**src/rtl/pm_idle_pkg.sv**
```systemverilog
package pm_idle_pkg;
  typedef enum logic [1:0] {
    IDLE_FORCE = 2'd0,
    IDLE_NEVER = 2'd1,
    IDLE_SMART = 2'd2,
    IDLE_RSVD  = 2'd3
  } idle_mode_e;

  localparam int unsigned N_WAKE_SRC = 3;
endpackage

```
**src/rtl/pm_wake_detect.sv**
```systemverilog
module pm_wake_detect #(
  parameter int unsigned N_SRC = 3
) (
  input  logic [N_SRC-1:0] src_i,
  output logic             wake_o
);
  logic [N_SRC:0] chain;
  assign chain[0] = 1'b0;
  for (genvar i = 0; i < N_SRC; i++) begin : g_or
    assign chain[i+1] = chain[i] | src_i[i];
  end
  assign wake_o = chain[N_SRC];
endmodule

```
**src/rtl/pm_autogate.sv**
```systemverilog
module pm_autogate #(
  parameter int unsigned GATE_DELAY = 4
) (
  input  logic clk_i,
  input  logic rst_ni,
  input  logic autoidle_i,
  input  logic bus_busy_i,
  input  logic wake_i,
  output logic gated_o
);
  localparam int unsigned DLY   = (GATE_DELAY < 1) ? 1 : GATE_DELAY;
  localparam int unsigned CNT_W = (DLY < 2) ? 1 : $clog2(DLY);
  localparam logic [CNT_W-1:0] CNT_LAST = CNT_W'(DLY - 1);

  logic             gated_q;
  logic [CNT_W-1:0] cnt_q;
  logic             quiet, release_evt;

  assign quiet       = autoidle_i & ~bus_busy_i & ~wake_i;
  assign release_evt = wake_i | bus_busy_i;

  always_ff @(posedge clk_i or negedge rst_ni) begin
    if (!rst_ni) begin
      gated_q <= 1'b0;
      cnt_q   <= '0;
    end else if (gated_q) begin
      cnt_q <= '0;
      // autoidle drop alone keeps gating; only activity releases
      if (release_evt) gated_q <= 1'b0;
    end else if (!quiet) begin
      cnt_q <= '0;
    end else if (cnt_q == CNT_LAST) begin
      cnt_q   <= '0;
      gated_q <= 1'b1;
    end else begin
      cnt_q <= cnt_q + 1'b1;
    end
  end

  assign gated_o = gated_q;
endmodule

```
**src/rtl/pm_idle_ack.sv**
```systemverilog
module pm_idle_ack
  import pm_idle_pkg::*;
(
  input  logic       clk_i,
  input  logic       rst_ni,
  input  logic [1:0] idle_mode_i,
  input  logic       idle_req_i,
  input  logic       bus_busy_i,
  input  logic       wake_i,
  output logic       ack_o
);
  idle_mode_e mode;
  logic       ack_d, ack_q;

  assign mode = idle_mode_e'(idle_mode_i);

  always_comb begin
    ack_d = 1'b0;
    unique case (mode)
      IDLE_FORCE: ack_d = idle_req_i;
      IDLE_SMART: ack_d = idle_req_i & ~bus_busy_i & ~wake_i;
      IDLE_NEVER,
      IDLE_RSVD:  ack_d = 1'b0;
      default:    ack_d = 1'b0;
    endcase
  end

  always_ff @(posedge clk_i or negedge rst_ni) begin
    if (!rst_ni) ack_q <= 1'b0;
    else         ack_q <= ack_d;
  end

  assign ack_o = ack_q;
endmodule

```
**src/rtl/pm_idle_ctrl.sv**
```systemverilog
module pm_idle_ctrl
  import pm_idle_pkg::*;
#(
  parameter int unsigned GATE_DELAY = 4
) (
  input  logic       clk_i,
  input  logic       rst_ni,
  input  logic       autoidle_i,
  input  logic [1:0] idle_mode_i,
  input  logic       idle_req_i,
  input  logic       reg_access_i,
  input  logic       card_wake_i,
  input  logic       xfer_start_i,
  input  logic       bus_busy_i,
  output logic       ifc_clk_en_o,
  output logic       fn_clk_en_o,
  output logic       idle_ack_o
);
  logic [N_WAKE_SRC-1:0] wake_src;
  logic wake, gated, ack, run;

  assign wake_src = {xfer_start_i, card_wake_i, reg_access_i};

  pm_wake_detect #(.N_SRC(N_WAKE_SRC)) u_wake (
    .src_i  (wake_src),
    .wake_o (wake)
  );

  pm_autogate #(.GATE_DELAY(GATE_DELAY)) u_gate (
    .clk_i      (clk_i),
    .rst_ni     (rst_ni),
    .autoidle_i (autoidle_i),
    .bus_busy_i (bus_busy_i),
    .wake_i     (wake),
    .gated_o    (gated)
  );

  pm_idle_ack u_ack (
    .clk_i       (clk_i),
    .rst_ni      (rst_ni),
    .idle_mode_i (idle_mode_i),
    .idle_req_i  (idle_req_i),
    .bus_busy_i  (bus_busy_i),
    .wake_i      (wake),
    .ack_o       (ack)
  );

  // normal and idle mode are exclusive: ack forces clocks off
  assign run          = ~gated & ~ack;
  assign ifc_clk_en_o = run;
  assign fn_clk_en_o  = run;
  assign idle_ack_o   = ack;
endmodule

```
**config.mk**
```make
export PLATFORM = sky130hd
export DESIGN_NAME = pm_idle_ctrl
export DESIGN_NICKNAME = d
export VERILOG_FILES = /design/src/rtl/pm_idle_pkg.sv /design/src/rtl/pm_wake_detect.sv /design/src/rtl/pm_autogate.sv /design/src/rtl/pm_idle_ack.sv /design/src/rtl/pm_idle_ctrl.sv
export SDC_FILE = /design/constraint.sdc
export NUM_CORES = 1
export LEC_CHECK = 0
export ABC_AREA = 1
export BUFFER_PORTS_ARGS = -buffer_cell sky130_fd_sc_hd__buf_2
export CORE_AREA = 2 2 39 41
export CTS_CLUSTER_DIAMETER = 150
export CTS_CLUSTER_SIZE = 28
export DETAILED_ROUTE_END_ITERATION = 8
export DIE_AREA = 0 0 41 43
export PLACE_DENSITY_LB_ADDON = 0.08
export SKIP_CTS_REPAIR_TIMING = 1
export SKIP_LAST_GASP = 1
export SLEW_MARGIN = 15
export SYNTH_ARGS = -nofsm -noshare
export SYNTH_HDL_FRONTEND = slang
export SYNTH_HIERARCHICAL = 1
export SYNTH_SLANG_ARGS = --single-unit
```
**constraint.sdc**
```tcl
create_clock -name clk_i -period 1.9 [get_ports clk_i]
set_clock_uncertainty 0.05 [all_clocks]
set_input_delay 0.38 -clock clk_i [delete_from_list [all_inputs] [get_ports clk_i]]
set_output_delay 0.38 -clock clk_i [all_outputs]
set_load 0.05 [all_outputs]
```
Word-level counts from Yosys, hierarchy flattened

Index checks and enable logic that the tools add are counted.

Flip-flop bits (word level): 4
Bits of input ports: 10
Output and inout bits: 3
Logic and storage cells: 30

Add/subtract/negate cells: 1
Equal/unequal tests: 4
Multiplexer cells: 8
Bitwise logic cells: 12
Reduce and logical (&&, ||, !) cells: 2

Operator list:

| operator            | number |
|---|---|
| $eq 2x2->1 const B  | 3 |
| $mux 2              | 3 |
| $and 1x1->1         | 5 |
| $mux 1              | 4 |
| $not 1->1           | 4 |
| $or 1x1->1          | 3 |
| $pmux 1 s3          | 1 |
| $add 2x1->2 const B | 1 |
| $eq 2x1->1 const B  | 1 |
| $logic_not 2->1     | 1 |
| $reduce_or 2->1     | 1 |

Longest topological paths before layout

Word-level depth: 6
Gate-level depth with buffers: 5
Depth with buffers taken out: 5

Hierarchy

Netlist, hierarchy kept.

By module, submodules not included:

| module         | instances | cells each | area an instance (um2) | seq. area each (um2) |
|---|---|---|---|---|
| pm_autogate    | 1         | 16         | 140.1                  | 75.1 |
| pm_idle_ack    | 1         | 7          | 47.5                   | 25.0 |
| pm_idle_ctrl   | 1         | 2          | 11.3                   | 0.0 |
| pm_wake_detect | 1         | 3          | 11.3                   | 0.0 |

Least setup slack after synthesis

OpenSTA, ideal clock, no wires.

Path type: reg2out
Start point: reg u_ack.ack_q, in the netlist u_ack/ack_o
End point: out ifc_clk_en_o
Arrival time: 1645 ps
Required time: 1470 ps
Setup slack: -175 ps
Cell stages (with the launch flop): 3
Buffers on the path: 1
Cell sequence: dfrtp_1 -> nor2_1 -> buf_4

Longest elaborated chain between the ends: 2

RTL lines:

| element                  | line               | text |
|---|---|---|
| start: declaration       | pm_idle_ack.sv:13  | `logic ack_d, ack_q;` |
| start signal: assignment | pm_idle_ack.sv:30  | `else ack_q <= ack_d;` |
| $not 1->1                | pm_idle_ctrl.sv:49 | `assign run = ~gated & ~ack;` |
| $and 1x1->1              | pm_idle_ctrl.sv:49 |  |
| end: declaration         | pm_idle_ctrl.sv:15 | `output logic ifc_clk_en_o,` |

No other way between the ends.

Worst setup path in the final report

Ends and elaborated chain as after synthesis.

==> results.txt <==
total clock sinks: 4
Design Area, Final: 317.8 sq um
Slew HR: 0.8365
global-route wire length before repair: 607 um
fill count: 171
CTS buffer count: 3
met3 GRT Util: 0.01571
Final Hold Vio Count: 0
clock tree buffer depth: 2
multiplexer share of the synthesized area: 0
Final Max Tran Viols: 0
Synth Area in XOR/XNOR: 0
Reg clk slew, reported paths: 0.03 ns
max cap viols: 0
Skew-Pair Late Insertion Delay: 0.24 ns
worst vdd ir: 0.1088 mV
Critical Path RT: 1.47 ns
flop2flop setup slack: 0.97 ns
pwr dens: 703.3 nW/um^2
period utilization: 0.7393
Max Freq: 0.7119 GHz
syn_area_per_cell: 7.507 sq um
core area: 1384 sq um
TritonCTS clock tree: built
largest family of logic cells by synthesized area: simple AND/OR/NAND/NOR gates
RSZ-0062 raised after global routing: no
min Tclk post-route: 1.405 ns
setup_tns: 0 ns
Total Wirelength: 383 um
DRC Markers: 0
CP Class: flip-flop to output port
crit path max fanout: 2
synth unique cells: 8
cells after synthesis: 28
Synthesized Nets: 39
GP Congestion: 0.6276
met1 Track Usage GR: 0.07166
Iteration-0 DRC Markers: 0
Mapped Area: 210.2 sq um
compound-gate portion of the synthesized area: 0
via count of the routed design: 195
met2 usage: 0.05625
I/O Buffers: 12
initial antenna violation count: 0
initial core utilization: 0.1519
dpl hpwl: 332.1 um
DP Area: 285.3 sq um
Worst setup SP type: flip-flop
Worst Tran Pin Value: 0.2470 ns
status: finished clean
vias per cell: 3.305
clock root buffer: clkbuf_4
Lkg Pwr: 0.1925 nW
Total Routing Usage GR: 0.05847
Area growth syn-to-layout: 51.19%
Top Ports: 13
Most Crowded Layer GR: met4
yosys warns: 6
number of global-route vias before repair: 166
wire per inst: 6.492 um
fraction of layout cells with a size suffix above 1: 0.4419
die width: 41 um
area of the die: 1763 sq um
adder-cell share of the synthesized area: 0.05952
Overflow after GRT: 0
largest net degree at the start of global routing: 5
simple-gate area share of the yosys netlist: 0.3393
DRT Pass-1 Iters: 1
CP arrival: 0.97 ns
post-synthesis sequential area ratio: 0.4762
Worst setup EP type: output port
ANT cells: 0
DRT antenna net count: 0
row count: 14
Die Y: 43 um
flop and latch count out of synthesis: 4
H-Tree Depth: 1
final setup violation count: 0
fin nets: 56
worst min path class: input port to flip-flop
[cells by family after synthesis]
kind of cell,after synthesis
and+or+nand+nor,17
DFF,4
buffers and inverters,6
adders and majority gates,1
[synthesized netlist by cell type, drive strengths merged]
cell type,instances,area (sq um)
inv,5,18.77
nand2,8,32.54
buf,1,7.510
ha,1,12.51
dfrtp,4,100.1
nor2,9,38.79
[final timing paths]
kind | from | to | cells past startpoint
max | u_ack/ack_o | ifc_clk_en_o | 2
min | idle_mode_i[0] | u_ack/ack_o | 4
max reg2reg | u_gate/cnt_q[0] | u_gate/gated_o | 5
min reg2reg | u_gate/cnt_q[0] | u_gate/cnt_q[0] | 3
max in group asynchronous | rst_ni | u_ack/ack_o | 2
min in group asynchronous | rst_ni | u_gate/cnt_q[0] | 2
[per-layer routing]
metal	vias to the layer above	part of all wire
met4	0	0.039
met5	-	0
met3	2	0.12
met2	12	0.45
met1	72	0.38
li1	109	-
[critical path, stage by stage, from the launching register on]
cell	delay [ns]
dfrtp_1	0.37
nor2_2	0.11
buf_2	0.26
[per-stage QoR]
| stage | hold slack [ns] | cells | utilization | power (mW) | setup WS (ns) |
|---|---|---|---|---|---|
| 5_1_grt | 0.3236 | 59 | 0.2297 | 0.2411 | 0.4382 |
| 3_5_place_dp | 0.1370 | 55 | 0.2061 | 0.1193 | 0.7319 |
| 3_3_place_gp | 0.1375 | 55 | 0.2061 | 0.1191 | 0.7438 |
| 6_report | 0.3205 | 59 | 0.2297 | 0.2235 | 0.4953 |
| 2_1_floorplan | 0.03441 | 28 | - | 0.1063 | 0.08327 |
| 4_1_cts | -0.1159 | 58 | 0.2224 | 0.2275 | 0.4770 |
[sequential cells by signal (all words and copies together) (netlist names)]
signal / cells
u_ack/ack_o: 1
u_gate/gated_o: 1
u_gate/cnt_q: 2
[power by group]
| group | switching [mW] | internal [mW] |
|---|---|---|
| Clock | 0.0336 | 0.0705 |
| Sequential | 0.000721 | 0.0870 |
| Combinational | 0.0191 | 0.0126 |
| Total | 0.0534 | 0.170 |
[cell usage in the layout (no fill, tap or decap)]
cell	n
nand2_1	7
dfrtp_1	4
dlygate4sd3_1	1
nor2_2	3
clkbuf_4	3
nor2_1	6
inv_1	5
nand2_2	1
ha_1	1
buf_2	12
[final cells by class]
cell class              instances  area, sq um  area share
multi-input cells              18        86.33      0.2717
well taps                      16        20.02     0.06299
flip-flops and latches          4        100.1      0.3150
inverters                       5        18.77     0.05906
clock buffers                   3        22.52     0.07087
repair buffers                 13        70.07      0.2205
No activity file was read; power rests on OpenSTA's default activity.
